[src/rtl/capdump_pkg.sv]
package capdump_pkg;

    typedef enum logic [2:0] {
        ST_IDLE,
        ST_ARMED,
        ST_CAPT,
        ST_DUMP,
        ST_DONE
    } seq_state_e;

    typedef enum logic [2:0] {
        PH_SYNC,
        PH_READ,
        PH_LATCH,
        PH_SEND,
        PH_WAIT,
        PH_ADV
    } dump_phase_e;

endpackage

[src/rtl/capdump_arm_det.sv]
module capdump_arm_det #(
    parameter int CLK_PER_BIT = 217
) (
    input  logic clk,
    input  logic rst_n,
    input  logic rxd_i,
    input  logic enable_i,
    output logic arm_o
);
    localparam int HALF = (CLK_PER_BIT / 2 > 0) ? CLK_PER_BIT / 2 : 1;
    localparam int CW = (HALF > 1) ? $clog2(HALF) : 1;
    localparam logic [CW-1:0] HALF_M1 = CW'(HALF - 1);

    typedef struct packed {
        logic          s1;
        logic          s2;
        logic [CW-1:0] cnt;
        logic          arm;
    } arm_regs_t;

    localparam arm_regs_t RST = '{s1: 1'b1, s2: 1'b1, cnt: '0, arm: 1'b0};

    arm_regs_t q, d;

    always_comb begin
        d     = q;
        d.s1  = rxd_i;
        d.s2  = q.s1;
        d.arm = 1'b0;
        if (!enable_i || q.s2) begin
            d.cnt = '0;
        end else if (q.cnt == HALF_M1) begin
            d.arm = 1'b1;
            d.cnt = '0;
        end else begin
            d.cnt = q.cnt + 1'b1;
        end
    end

    always_ff @(posedge clk) begin
        if (!rst_n) q <= RST;
        else        q <= d;
    end

    assign arm_o = q.arm;

    AST_ARM_ONLY_ENABLED: assert property (@(posedge clk) disable iff (!rst_n)
        arm_o |-> $past(enable_i)) else $error("arm outside idle");

endmodule

[src/rtl/capdump_tx.sv]
module capdump_tx #(
    parameter int CLK_PER_BIT = 217,
    parameter int DATA_W      = 8
) (
    input  logic              clk,
    input  logic              rst_n,
    input  logic              start_i,
    input  logic [DATA_W-1:0] data_i,
    output logic              txd_o,
    output logic              done_o
);
    localparam int FRAME_W = DATA_W + 2;
    localparam int TW = (CLK_PER_BIT > 1) ? $clog2(CLK_PER_BIT) : 1;
    localparam int BW = $clog2(FRAME_W);
    localparam logic [TW-1:0] TICK_LAST = TW'(CLK_PER_BIT - 1);
    localparam logic [BW-1:0] BIT_LAST  = BW'(FRAME_W - 1);

    typedef struct packed {
        logic               busy;
        logic [FRAME_W-1:0] sh;
        logic [TW-1:0]      tick;
        logic [BW-1:0]      bitn;
        logic               done;
    } tx_regs_t;

    localparam tx_regs_t RST = '{busy: 1'b0, sh: '1, tick: '0, bitn: '0, done: 1'b0};

    tx_regs_t q, d;

    always_comb begin
        d      = q;
        d.done = 1'b0;
        if (!q.busy) begin
            if (start_i) begin
                d.busy = 1'b1;
                d.sh   = {1'b1, data_i, 1'b0};
                d.tick = '0;
                d.bitn = '0;
            end
        end else if (q.tick == TICK_LAST) begin
            d.tick = '0;
            if (q.bitn == BIT_LAST) begin
                d.busy = 1'b0;
                d.done = 1'b1;
            end else begin
                d.bitn = q.bitn + 1'b1;
                d.sh   = {1'b1, q.sh[FRAME_W-1:1]};
            end
        end else begin
            d.tick = q.tick + 1'b1;
        end
    end

    always_ff @(posedge clk) begin
        if (!rst_n) q <= RST;
        else        q <= d;
    end

    assign txd_o  = q.busy ? q.sh[0] : 1'b1;
    assign done_o = q.done;

    AST_TX_START_IDLE: assert property (@(posedge clk) disable iff (!rst_n)
        start_i |-> !q.busy) else $error("start while busy");

    AST_TX_DONE_AFTER_FRAME: assert property (@(posedge clk) disable iff (!rst_n)
        q.done |-> ($past(q.busy) && !q.busy)) else $error("done without frame");

endmodule

[src/rtl/capdump_ctrl.sv]
module capdump_ctrl
    import capdump_pkg::*;
#(
    parameter int CLK_PER_BIT = 217,
    parameter int COLOR_W     = 6,
    parameter int PIXELS      = 49152
) (
    input  logic                 clk,
    input  logic                 rst_n,
    input  logic                 rxd_i,
    input  logic                 arm_btn_i,
    input  logic                 vsync_i,
    output logic                 cap_go_o,
    input  logic                 frame_done_i,
    output logic                 pvsync_o,
    output logic                 adv_o,
    output logic                 rd_en_o,
    input  logic [3*COLOR_W-1:0] rd_data_i,
    output logic                 txd_o
);
    localparam int PIX_W  = 3 * COLOR_W;
    localparam int BYTE_W = 8;
    localparam int PCW    = (PIXELS > 1) ? $clog2(PIXELS) : 1;
    localparam logic [PCW-1:0] PCNT_LAST = PCW'(PIXELS - 1);

    typedef struct packed {
        seq_state_e  state;
        dump_phase_e phase;
        logic        vs;
        logic        cap_go;
        logic [PIX_W-1:0] pix;
        logic [1:0]  sel;
        logic [PCW-1:0] pcnt;
    } seq_regs_t;

    localparam seq_regs_t RST = '{state: ST_IDLE, phase: PH_SYNC, vs: 1'b0,
                                  cap_go: 1'b0, pix: '0, sel: '0, pcnt: '0};

    seq_regs_t q, d;

    logic              rx_arm;
    logic              tx_start;
    logic              tx_done;
    logic [COLOR_W-1:0] color;
    logic [BYTE_W-1:0] tx_byte;

    capdump_arm_det #(.CLK_PER_BIT(CLK_PER_BIT)) u_arm (
        .clk      (clk),
        .rst_n    (rst_n),
        .rxd_i    (rxd_i),
        .enable_i (q.state == ST_IDLE),
        .arm_o    (rx_arm)
    );

    capdump_tx #(.CLK_PER_BIT(CLK_PER_BIT), .DATA_W(BYTE_W)) u_tx (
        .clk     (clk),
        .rst_n   (rst_n),
        .start_i (tx_start),
        .data_i  (tx_byte),
        .txd_o   (txd_o),
        .done_o  (tx_done)
    );

    always_comb begin
        case (q.sel)
            2'd0:    color = q.pix[PIX_W-1 -: COLOR_W];
            2'd1:    color = q.pix[2*COLOR_W-1 -: COLOR_W];
            default: color = q.pix[COLOR_W-1:0];
        endcase
        tx_byte = BYTE_W'(color);
    end

    always_comb begin
        d        = q;
        d.vs     = vsync_i;
        d.cap_go = 1'b0;
        tx_start = 1'b0;
        case (q.state)
            ST_IDLE: begin
                if (rx_arm || arm_btn_i) d.state = ST_ARMED;
            end
            ST_ARMED: begin
                if (vsync_i && !q.vs) begin
                    d.state  = ST_CAPT;
                    d.cap_go = 1'b1;
                end
            end
            ST_CAPT: begin
                if (frame_done_i) begin
                    d.state = ST_DUMP;
                    d.phase = PH_SYNC;
                    d.pcnt  = '0;
                end
            end
            ST_DUMP: begin
                case (q.phase)
                    PH_SYNC:  d.phase = PH_READ;
                    PH_READ:  d.phase = PH_LATCH;
                    PH_LATCH: begin
                        d.pix   = rd_data_i;
                        d.sel   = 2'd0;
                        d.phase = PH_SEND;
                    end
                    PH_SEND: begin
                        tx_start = 1'b1;
                        d.phase  = PH_WAIT;
                    end
                    PH_WAIT: begin
                        if (tx_done) begin
                            if (q.sel == 2'd2) begin
                                d.phase = PH_ADV;
                            end else begin
                                d.sel   = q.sel + 2'd1;
                                d.phase = PH_SEND;
                            end
                        end
                    end
                    PH_ADV: begin
                        if (q.pcnt == PCNT_LAST) begin
                            d.state = ST_DONE;
                        end else begin
                            d.pcnt  = q.pcnt + 1'b1;
                            d.phase = PH_READ;
                        end
                    end
                    default: d.phase = PH_SYNC;
                endcase
            end
            ST_DONE: d.state = ST_IDLE;
            default: d.state = ST_IDLE;
        endcase
    end

    always_ff @(posedge clk) begin
        if (!rst_n) q <= RST;
        else        q <= d;
    end

    assign cap_go_o = q.cap_go;
    assign pvsync_o = (q.state == ST_DUMP) && (q.phase == PH_SYNC);
    assign rd_en_o  = (q.state == ST_DUMP) && (q.phase == PH_READ);
    assign adv_o    = (q.state == ST_DUMP) && (q.phase == PH_ADV);

    AST_STROBES_EXCLUSIVE: assert property (@(posedge clk) disable iff (!rst_n)
        $onehot0({cap_go_o, pvsync_o, rd_en_o, adv_o})) else $error("strobe overlap");

    AST_CAPGO_ON_EDGE: assert property (@(posedge clk) disable iff (!rst_n)
        cap_go_o |-> ($past(vsync_i) && !$past(vsync_i, 2))) else $error("capture without edge");

    AST_LATCH_AFTER_READ: assert property (@(posedge clk) disable iff (!rst_n)
        (q.state == ST_DUMP && q.phase == PH_LATCH) |-> $past(rd_en_o)) else $error("latch without read");

    AST_TXD_QUIET: assert property (@(posedge clk) disable iff (!rst_n)
        (q.state != ST_DUMP) |-> txd_o) else $error("txd active outside dump");

    AST_PCNT_RANGE: assert property (@(posedge clk) disable iff (!rst_n)
        q.pcnt <= PCNT_LAST) else $error("pixel count overflow");

endmodule

[config.mk]
export PLATFORM = sky130hd
export DESIGN_NAME = capdump_ctrl
export DESIGN_NICKNAME = d
export VERILOG_FILES = /design/src/rtl/capdump_pkg.sv /design/src/rtl/capdump_arm_det.sv /design/src/rtl/capdump_tx.sv /design/src/rtl/capdump_ctrl.sv
export SDC_FILE = /design/constraint.sdc
export NUM_CORES = 1
export LEC_CHECK = 0
export BUFFER_PORTS_ARGS = -buffer_cell sky130_fd_sc_hd__buf_2
export CAP_MARGIN = 20
export CORE_MARGIN = 2
export CORE_UTILIZATION = 45
export CTS_CLUSTER_SIZE = 30
export DETAILED_ROUTE_END_ITERATION = 12
export GPL_ROUTABILITY_DRIVEN = 0
export SLEW_MARGIN = 15
export SYNTH_ARGS = -nofsm -noshare
export SYNTH_HDL_FRONTEND = slang
export SYNTH_HIERARCHICAL = 1
export SYNTH_SLANG_ARGS = --single-unit
export TNS_END_PERCENT = 5
[constraint.sdc]
create_clock -name clk -period 2.17 [get_ports clk]
set_input_delay 0.217 -clock clk [delete_from_list [all_inputs] [get_ports clk]]
set_output_delay 0.217 -clock clk [all_outputs]
set_load 0.05 [all_outputs]
Word level (Yosys, flattened, before mapping)
Cells that the tools add are included.

storage, ports and cells
  register bits = 78
  input port bits = 24
  output and inout port bits = 5
  logic and storage cells = 105

operators by class
  add/subtract/negate cells = 5
  equality and inequality tests = 26
  multiplexer cells = 33
  bitwise gates (word level) = 1
  reduce and logical (&&, ||, !) cells = 24

operator list
  cell                                                                    number
  16-bit 2-to-1 mux                                                       3
  23-bit 2-to-1 mux                                                       2
  16-bit case mux with 2 select lines                                     1
  3-bit 2-to-1 mux                                                        7
  3-bit case mux with 6 select lines                                      1
  16-bit by 1-bit adder with 16-bit output (second input constant)        1
  16-bit equality test (second input constant)                            1
  2-bit != test (second input constant)                                   8
  3-bit by 2-bit equality test with 1-bit output (second input constant)  4
  3-bit case mux with 4 select lines                                      1
  6-bit case mux with 2 select lines                                      1
  4-bit AND reduction                                                     3
  11-bit 2-to-1 mux                                                       1
  10-bit 2-to-1 mux                                                       1
  8-bit by 1-bit adder with 8-bit output (second input constant)          1
  8-bit equality test (second input constant)                             1
  8-bit 2-to-1 mux                                                        1
  7-bit by 1-bit adder with 7-bit output (second input constant)          1
  7-bit equality test (second input constant)                             1
  1-bit 2-to-1 mux                                                        7
  3-bit by 1-bit equality test with 1-bit output (second input constant)  2
  3-bit equality test (second input constant)                             2
  3-bit logical NOT                                                       2
  6-bit 2-to-1 mux                                                        1
  24 further kinds                                                        35

Depth between registers and ports, before layout
Gate-level depths: netlist (run 1).

  depth in word-level cells = 5
  depth in mapped cells = 8
  gate-level depth less buffers = 7

By module
Netlist (run 1), hierarchy kept.

modules (own cells, without submodules)
  module           times used  cells an instance  area an instance (µm²)  seq. area each (µm²)
  capdump_ctrl     1           277                2348.5                  880.8
  capdump_tx       1           124                1164.9                  480.5
  capdump_arm_det  1           39                 390.4                   200.2

Least setup slack after synthesis (run 1)
OpenSTA, ideal clock, no wires.

  kind = reg2out
  from = register, netlist name q[42]
  to = output port pvsync_o
  arrival time = 2148 ps
  required time = 1953 ps
  setup slack = -195 ps
  cell stages (with the launch flop) = 4
  buffers on the path = 1
  path through = dfxtp_1 nand3b_1 clkbuf_1 nor4_1

RTL lines
  what       RTL line            source
  to (decl)  capdump_ctrl.sv:15  output logic pvsync_o,

==> run_results.csv, run 1 <==
group,metric,value,unit
sta,fmax,0.495,GHz
clock_network,clk_path_buf_depth,2,
synthesis,synth_top_area_share,40.0,%
setup_path,crit_type,"register to register",
routing,vias,3358,
routing,drt-total-wl,8.67,mm
place,dp_hpwl,6.09,mm
global_route,grt_pass1_wl,15.0,mm
clock_network,numCtsBuffers,9,
floorplanning,start_util,47.0,%
floorplanning,core,8300,sq um
routing,dr.pass1.iters,4,
sta,worst_slew_pin_slew,560,ps
clock_network,root_buffer,"clkbuf_8",
synthesis,yosysTopAreaCell,"dfxtp_1",
layout,regArea,1560,sq um
routing,wire_per_inst,14.8,microns
clock_network,clk_latency,350,ps
setup_path,cp.required,2410,ps
setup_path,crit_path_end_kind,"register",
layout,final_common_cell,"dfxtp_1",
synthesis,synth.distinct_cells,68,
sta,final_max_slew_viol_count,0,
floorplanning,dieArea,9440,sq um
global_route,gr-total-overflow,0,
pwr,p_per_area,592,nW/um^2
routing,drc_errors,0,
layout,antenna_cells,0,
synthesis,seq_area_frac_synth,40.0,%
sta,rsz0062_at_grt,"false",
synthesis,synth_edf_count,0,
layout,fillers,784,
sta,finalSetupViolations,0,
global_route,grt_max_degree,28,
layout,area_delta_synth_final,12.9,%
routing,vias_per_cell,5.72,
global_route,antenna_found_initial,0,
sta,setup_ws,151,ps
floorplanning,ios,29,
clock_network,cts_max_level,3,
sta,final.setup_skew,8.43,ps
floorplanning,fp-row-count,33,
sta,post-route-period-util,93.1,%
synthesis,yosysWarnings,6,
setup_path,arrival,2260,ps
clock_network,clock_sinks,78,
pwr,vdd_drop_max,0.307,mV
place,pre_cts_ws,154,ps
synthesis,syn_inst,440,
pwr,p_leak,1.74,nW
synthesis,syn_area,3900,sq um
layout,final_area,4410,sq um
floorplanning,die_y,97.1,microns
outcome,outcome,"completed",
place,dpl-instance-area,4220,sq um
place,io_buffers,28,
global_route,grt_usage,18.9,%
routing,ant_nets,0,
global_route,grt_pass1_vias,3192,
layout,final_nets,511,
sta,slew_headroom,62.6,%
setup_path,crit_fanout,7,
clock_network,cts_tree,"done",
layout,final_cell_mix,"78 x dfxtp_1, 41 x nand2_1, 37 x nor2_1",
sta,finalCriticalPeriod,2020,ps
job,maxCapViolCount,0,
synthesis,syn_avg_cell_area,8.87,sq um
synthesis,yosys_most_used_dff,"dfxtp_1",
sta,final-hold-violation-count,0,
synthesis,netlist_top_cells_area,"dfxtp_1 40%, mux2i_1 5.1%, nand2_1 3.9%, nor2_1 3.6%, ha_1 3.2%",
clock_network,path_clk_slew,90,ps
floorplanning,die_w,97.1,microns
layout,layout-drive-gt1-share,17.4,%
layout,multiInputGateArea,2180,sq um
setup_path,startpoint_type,"register",
min_path,hold_path.class,"input pin to register",
synthesis,async_reset_ff_share,0,%
synthesis,ys_seq_elements,78,
routing,drt-initial-drc-count,139,
-- Yosys cell counts, types with 4 or more instances --
cell type,n
dfxtp_1,78
nand2_1,41
nor2_1,37
mux2i_1,20
a21oi_1,17
o21ai_0,15
a22oi_1,14
nand3_1,13
buf_2,12
inv_1,12
ha_1,10
nor3_1,10
a2bb2oi_1,9
clkbuf_1,8
nand2b_1,8
nand4_1,8
nor4_1,8
or3_1,7
and3_1,6
nand4b_1,6
nor2b_1,6
a211oi_1,5
a31oi_1,5
and2_1,4
and3b_1,4
o21a_1,4
o311ai_0,4
o31ai_1,4
o32ai_1,4
-- what timing repair did --
action,CTS,global route
buffers inserted,0,0
endpoints found under the setup margin,0,2
hold buffers,0,0
resized for setup,0,2
-- per-layer routing --
metal  vias up  wire length [microns]  GRT usage [%]
li1       1706                      -              -
met4         0                     85           7.91
met3        10                    409           4.03
met2        71                   3960           28.9
met1      1571                   4210           25.9
met5         -                      0              0
-- flip-flops by register name, indices dropped and copies added, names as in the netlist --
register,count
q,43
u_tx/q,23
u_arm/q,8
cap_go_o,1
u_arm/arm_o,1
u_arm/d,1
u_tx/done_o,1
-- kinds of logic after synthesis --
family	synth area share, %
xor gates and xnor gates	0.673
AOI/OAI and AO/OA	19.9
and+or+nand+nor	26.0
other	0.0961
buffers and inverters	4.36
muxes	5.71
adders and majority gates	3.21
DFF	40.0
-- final cells by class --
type / count / area share (%)
Multi-Input combinational cell: 325 / 49.6
Tap cell: 105 / 2.98
Clock buffer: 9 / 2.81
Timing Repair Buffer: 49 / 6.76
Sequential cell: 78 / 35.4
Clock inverter: 7 / 1.25
Inverter: 14 / 1.19
-- worst max-delay path, stage by stage, from the launching register on --
cell	delay, ps
dfxtp_1	390
ha_1	250
nand4_1	230
or4_1	730
nand2_1	200
o32ai_1	100
-- worst paths after layout --
| kind | to | cells past startpoint | slack, ps | start |
|---|---|---|---|---|
| setup / recovery | q[13] | 5 | 150 | q[0] |
| hold / removal | u_arm/d[8] | 2 | 40 | rxd_i |
| setup reg to reg | q[13] | 5 | 150 | q[0] |
| hold reg to reg | u_arm/q[8] | 1 | 420 | u_arm/d[8] |
-- where the power goes --
part           switching (mW)  leakage, nW  internal, mW
registers             0.00616        0.630          1.44
logic                  0.0789         1.03        0.0624
clock network           0.594       0.0866         0.428
total                   0.679         1.74          1.93
-- through the flow --
stage / setup TNS, ps / util (%) / hold slack, ps / total power [mW] / instances
after floorplan: -390 / - / 290 / 1.56 / 441
final: 0 / 53.1 / 43.2 / 2.61 / 587
after detailed placement: 0 / 50.8 / 405 / 1.62 / 571
after global placement: 0 / 50.8 / 397 / 1.62 / 571
after CTS: 0 / 53.0 / 27.1 / 2.64 / 587
after global routing: 0 / 53.1 / 37.0 / 2.71 / 587
Power figures use the tool's default switching activity.
==> run 2: changes to the inputs <==
- CELL_PAD_IN_SITES_DETAIL_PLACEMENT: not set -> 1
- CELL_PAD_IN_SITES_GLOBAL_PLACEMENT: not set -> 1
- CORE_ASPECT_RATIO: not set -> 0.7
- PLACE_DENSITY_LB_ADDON: not set -> 0.1
==> run 2 against run 1 <==
Largest cell class unchanged. Critical path type unchanged. Design area up 3.2%. Die area up 0.13%. Critical endpoint is now q[2]. Sequential share of layout area down 1.1 points.
==> run_results.csv, run 2 (synthesized netlist as in run 1, its figures left out) <==
group,metric,value,unit
outcome,outcome,"completed",
floorplanning,dieArea,9450,sq um
sta,finalCriticalPeriod,2110,ps
floorplanning,die_w,115,microns
clock_network,path_clk_slew,60,ps
pwr,p_per_area,689,nW/um^2
global_route,antenna_found_initial,0,
setup_path,crit_path_top_delay_cell,"or4_1",
setup_path,arrival,2330,ps
global_route,grt_usage,23.3,%
setup_path,worstPathCellList,"ha_1 -> nand4_1 -> or4_1 -> a31oi_1 -> a211oi_1",
routing,vias,3486,
sta,finalSetupViolations,0,
layout,area_delta_synth_final,16.5,%
layout,final_nets,510,
layout,antenna_cells,0,
setup_path,slowest_delay,750,ps
routing,drc_errors,0,
place,dp_hpwl,7.30,mm
setup_path,crit_type,"register to register",
floorplanning,start_util,46.2,%
clock_network,root_buffer,"clkbuf_16",
routing,wire_per_inst,17.6,microns
job,maxCapViolCount,0,
layout,max_flop_register,"q",
layout,final_common_cell,"dfxtp_1",
clock_network,clock_sinks,78,
setup_path,critPathBufInv,0,
routing,drt-initial-drc-count,188,
pwr,vdd_drop_max,0.479,mV
layout,largestRegisters,"q (43), u_tx/q (23), u_arm/q (8)",
clock_network,clk_latency,340,ps
sta,final-hold-violation-count,0,
sta,setup_tns,0,ps
layout,final_cell_mix,"78 x dfxtp_1, 41 x nand2_1, 37 x nor2_1",
layout,largest_register_ff_count,43,
floorplanning,die_y,81.9,microns
place,io_buffers,28,
global_route,grt_max_degree,28,
min_path,hold_path.class,"input pin to register",
clock_network,cts_tree,"done",
sta,slew_headroom,55.0,%
clock_network,cts_max_level,3,
layout,layout-drive-gt1-share,17.3,%
floorplanning,core,8440,sq um
sta,final.setup_skew,6.83,ps
pwr,p_leak,1.80,nW
sta,final_max_slew_viol_count,0,
floorplanning,fp-row-count,28,
global_route,grt_pass1_vias,3389,
setup_path,crit_fanout,7,
setup_path,crit_path_end_kind,"register",
floorplanning,ios,29,
sta,post-route-period-util,97.4,%
sta,fmax,0.473,GHz
clock_network,numCtsBuffers,9,
setup_path,critPathTopFamily,"simple AND/OR/NAND/NOR gates",
routing,drt-total-wl,10.6,mm
clock_network,clk_path_buf_depth,2,
clock_network,hold_buffers,0,
routing,dr.pass1.iters,4,
global_route,grt_pass1_wl,17.1,mm
sta,worst_slew_pin_slew,674,ps
pwr,total_power,3.13,mW
routing,vias_per_cell,5.80,
global_route,gr-total-overflow,0,
setup_path,cp.required,2390,ps
layout,fillers,1004,
setup_path,startpoint_type,"register",
routing,ant_nets,0,
==> run 2: layout make-up <==
| cell class | instances | area [sq um] | share of cell area, % |
|---|---|---|---|
| repair buffers | 48 | 293 | 6.44 |
| multi-input cells | 325 | 2190 | 48.1 |
| clock buffers | 11 | 243 | 5.34 |
| clock inverters | 5 | 58.8 | 1.29 |
| flip-flops and latches | 78 | 1560 | 34.3 |
| inverters | 14 | 52.6 | 1.16 |
| well taps | 120 | 150 | 3.30 |
==> run 2: what timing repair did <==
| item | in CTS | in global routing |
|---|---|---|
| buffers inserted | 0 | 0 |
| setup endpoints to repair | 1 | 4 |
| resized for setup | 1 | 3 |
| pin swaps | 0 | 0 |
==> run 2: through the flow <==
stage / std cells / cell area, sq um / util (%) / hold slack [ps] / worst slack, ps
4_1_cts: 601 / 4530 / 53.7 / 57.7 / 23.9
2_1_floorplan: 441 / 3910 / - / 290 / -195
6_report: 601 / 4550 / 53.9 / 61.5 / 57.1
3_5_place_dp: 585 / 4230 / 50.1 / 397 / 74.5
3_3_place_gp: 585 / 4230 / 50.1 / 391 / 252
5_1_grt: 601 / 4550 / 53.9 / 74.1 / -1.43
==> run 2: path summary, 6_finish.rpt <==
check             start    endpoint  slack [ps]  depth (start not counted)
max                q[0]        q[2]          60                          5
min               rxd_i  u_arm/d[8]          60                          2
max reg2reg        q[0]        q[2]          60                          5
min reg2reg  u_arm/d[8]  u_arm/q[8]         410                          1
==> run 2: metal layers <==
metal	part of all wire [%]	wire length, microns	global-route usage [%]	vias to the layer above
li1	-	-	-	1710
met1	49	5160	30.6	1702
met2	47	4920	38.1	66
met3	3.6	384	6.20	8
met4	1.0	109	5.78	0
met5	0	0	0	-
==> run 2: power by group <==
| part | switching [mW] | internal, mW |
|---|---|---|
| clock network | 0.621 | 0.923 |
| logic | 0.0828 | 0.0579 |
| registers | 0.00694 | 1.44 |
==> run 3: changes to the inputs <==
- CTS_BUF_LIST: not set -> sky130_fd_sc_hd__clkbuf_4
- GPL_TIMING_DRIVEN: not set -> 0
==> run 3 against run 2 <==
Clock skew grew 14 ps. Cell count grew 3.7%. Combinational power grew 11%. Sequential share of layout area shrank 0.36 points. Flip-flop and latch count is the same. Sequential power is essentially flat. First-iteration DRC count grew 29%. Register-to-register slack is essentially flat. Power shrank 19%. Clock power shrank 39%. Count of clock-buffer cells in the layout shrank 2. Critical path type unchanged. Largest cell class unchanged. Highest routed layer unchanged.
==> run_results.csv, run 3 (synthesized netlist as in run 1, its figures left out) <==
group,metric,value,unit
routing,drc_errors,0,
setup_path,crit_fanout,7,
floorplanning,ios,29,
routing,wire_per_inst,17.9,microns
layout,final_cell_mix,"75 x dfxtp_1, 41 x nand2_1, 37 x nor2_1",
clock_network,clk_latency,450,ps
setup_path,critPathTopFamily,"simple AND/OR/NAND/NOR gates",
clock_network,clock_sinks,78,
layout,largestRegisters,"q (43), u_tx/q (23), u_arm/q (8)",
layout,stdcell_count,623,
routing,ant_nets,0,
layout,layout-drive-gt1-share,17.7,%
setup_path,arrival,2440,ps
layout,multiInputGateArea,2230,sq um
floorplanning,die_w,115,microns
setup_path,worstPathCellList,"ha_1 -> nand4_1 -> or4_1 -> buf_2 -> nand2_1 -> o32ai_1",
floorplanning,start_util,46.2,%
layout,final_core_util,54.5,%
routing,vias,3597,
outcome,outcome,"completed",
layout,final_nets,532,
setup_path,cp.required,2500,ps
sta,worst_slew_pin_slew,562,ps
routing,drt-initial-drc-count,242,
pwr,p_leak,1.81,nW
min_path,hold_path.class,"input pin to register",
sta,final.setup_skew,21.0,ps
place,dp_cells,589,
place,dp_hpwl,7.44,mm
setup_path,crit_type,"register to register",
clock_network,clk_path_buf_depth,2,
layout,largest_register_ff_count,43,
layout,fillers,1013,
global_route,grt_usage,24.5,%
place,io_buffers,28,
routing,vias_per_cell,5.77,
pwr,p_per_area,552,nW/um^2
sta,final-hold-violation-count,0,
sta,slew_headroom,62.3,%
floorplanning,dieArea,9450,sq um
clock_network,path_clk_slew,140,ps
sta,post-route-period-util,97.2,%
setup_path,crit_path_end_kind,"register",
pwr,total_power,2.54,mW
sta,finalSetupViolations,0,
routing,drt-total-wl,11.1,mm
global_route,grt_max_degree,16,
global_route,grt_pass1_wl,18.0,mm
layout,regArea,1570,sq um
clock_network,cts_max_level,3,
global_route,grt_pass1_vias,3757,
clock_network,numCtsBuffers,9,
clock_network,root_buffer,"clkbuf_4",
setup_path,critPathBufInv,1,
layout,antenna_cells,0,
layout,max_flop_register,"q",
clock_network,cts_tree,"done",
routing,dr.pass1.iters,4,
floorplanning,fp-row-count,28,
setup_path,crit_path_top_delay_cell,"or4_1",
pwr,vdd_drop_max,0.377,mV
setup_path,slowest_delay,540,ps
global_route,gr-total-overflow,0,
setup_path,startpoint_type,"register",
floorplanning,core,8440,sq um
sta,finalCriticalPeriod,2110,ps
sta,final_max_slew_viol_count,0,
floorplanning,die_y,81.9,microns
layout,final_common_cell,"dfxtp_1",
sta,fmax,0.474,GHz
global_route,antenna_found_initial,0,
layout,area_delta_synth_final,18.0,%
job,maxCapViolCount,0,
==> run 3: cell count changes in the layout (fill, tap and decap cells not counted), moves of 6 or more <==
cell,previous run,this run
clkbuf_1,1,7
dlygate4sd3_1,0,15
clkbuf_4,0,11
buf_4,21,6
clkbuf_16,9,0
buf_2,27,36
==> run 3: per-stage QoR <==
step	area [sq um]	setup slack, ps	hold slack, ps	TNS (ps)
5_1_grt	4610	-25.1	13.9	-33.9
3_5_place_dp	4200	-437	402	-4610
2_1_floorplan	3910	-195	290	-390
4_1_cts	4530	-44.7	0.501	-139
3_3_place_gp	4200	-337	392	-3440
6_report	4610	60.9	22.8	0
==> run 3: layout make-up <==
type,count,area share (%)
Timing Repair Buffer,46,7.17
Sequential cell,78,34.0
Multi-Input combinational cell,325,48.3
Tap cell,120,3.26
Clock inverter,7,1.74
Clock buffer,9,1.47
Buffer,24,2.91
Inverter,14,1.14
==> run 3: report_power, final <==
group          internal [mW]  total [mW]  switching, mW
sequential              1.44        1.45        0.00999
clock                  0.364       0.932          0.568
combinational         0.0706       0.157         0.0865
==> run 3: final timing paths <==
kind / to / depth (start not counted) / start / slack (ps)
setup / recovery: q[13] / 6 / q[0] / 60
hold / removal: q[34] / 3 / rd_data_i[16] / 20
setup reg to reg: q[13] / 6 / q[0] / 60
hold reg to reg: u_arm/q[8] / 1 / u_arm/d[8] / 430
==> run 3: tightest hold or removal path, stage by stage <==
cell	delay, ps
buf_2	80
mux2i_1	60
nor2_1	80
==> run 3: per-layer routing <==
metal	wire, microns	global-route usage (%)
met1	5240	30.6
met2	5380	41.9
met3	399	5.90
met4	133	8.07
met5	0	0
==> run 3: timing repair <==
item / 4_1_cts / 5_1_grt
endpoints found under the hold margin: 16 / 0
endpoints found under the setup margin: 20 / 32
buffers inserted: 0 / 3
gates resized for setup: 8 / 15
hold buffers: 15 / 0
pin swaps: 0 / 3
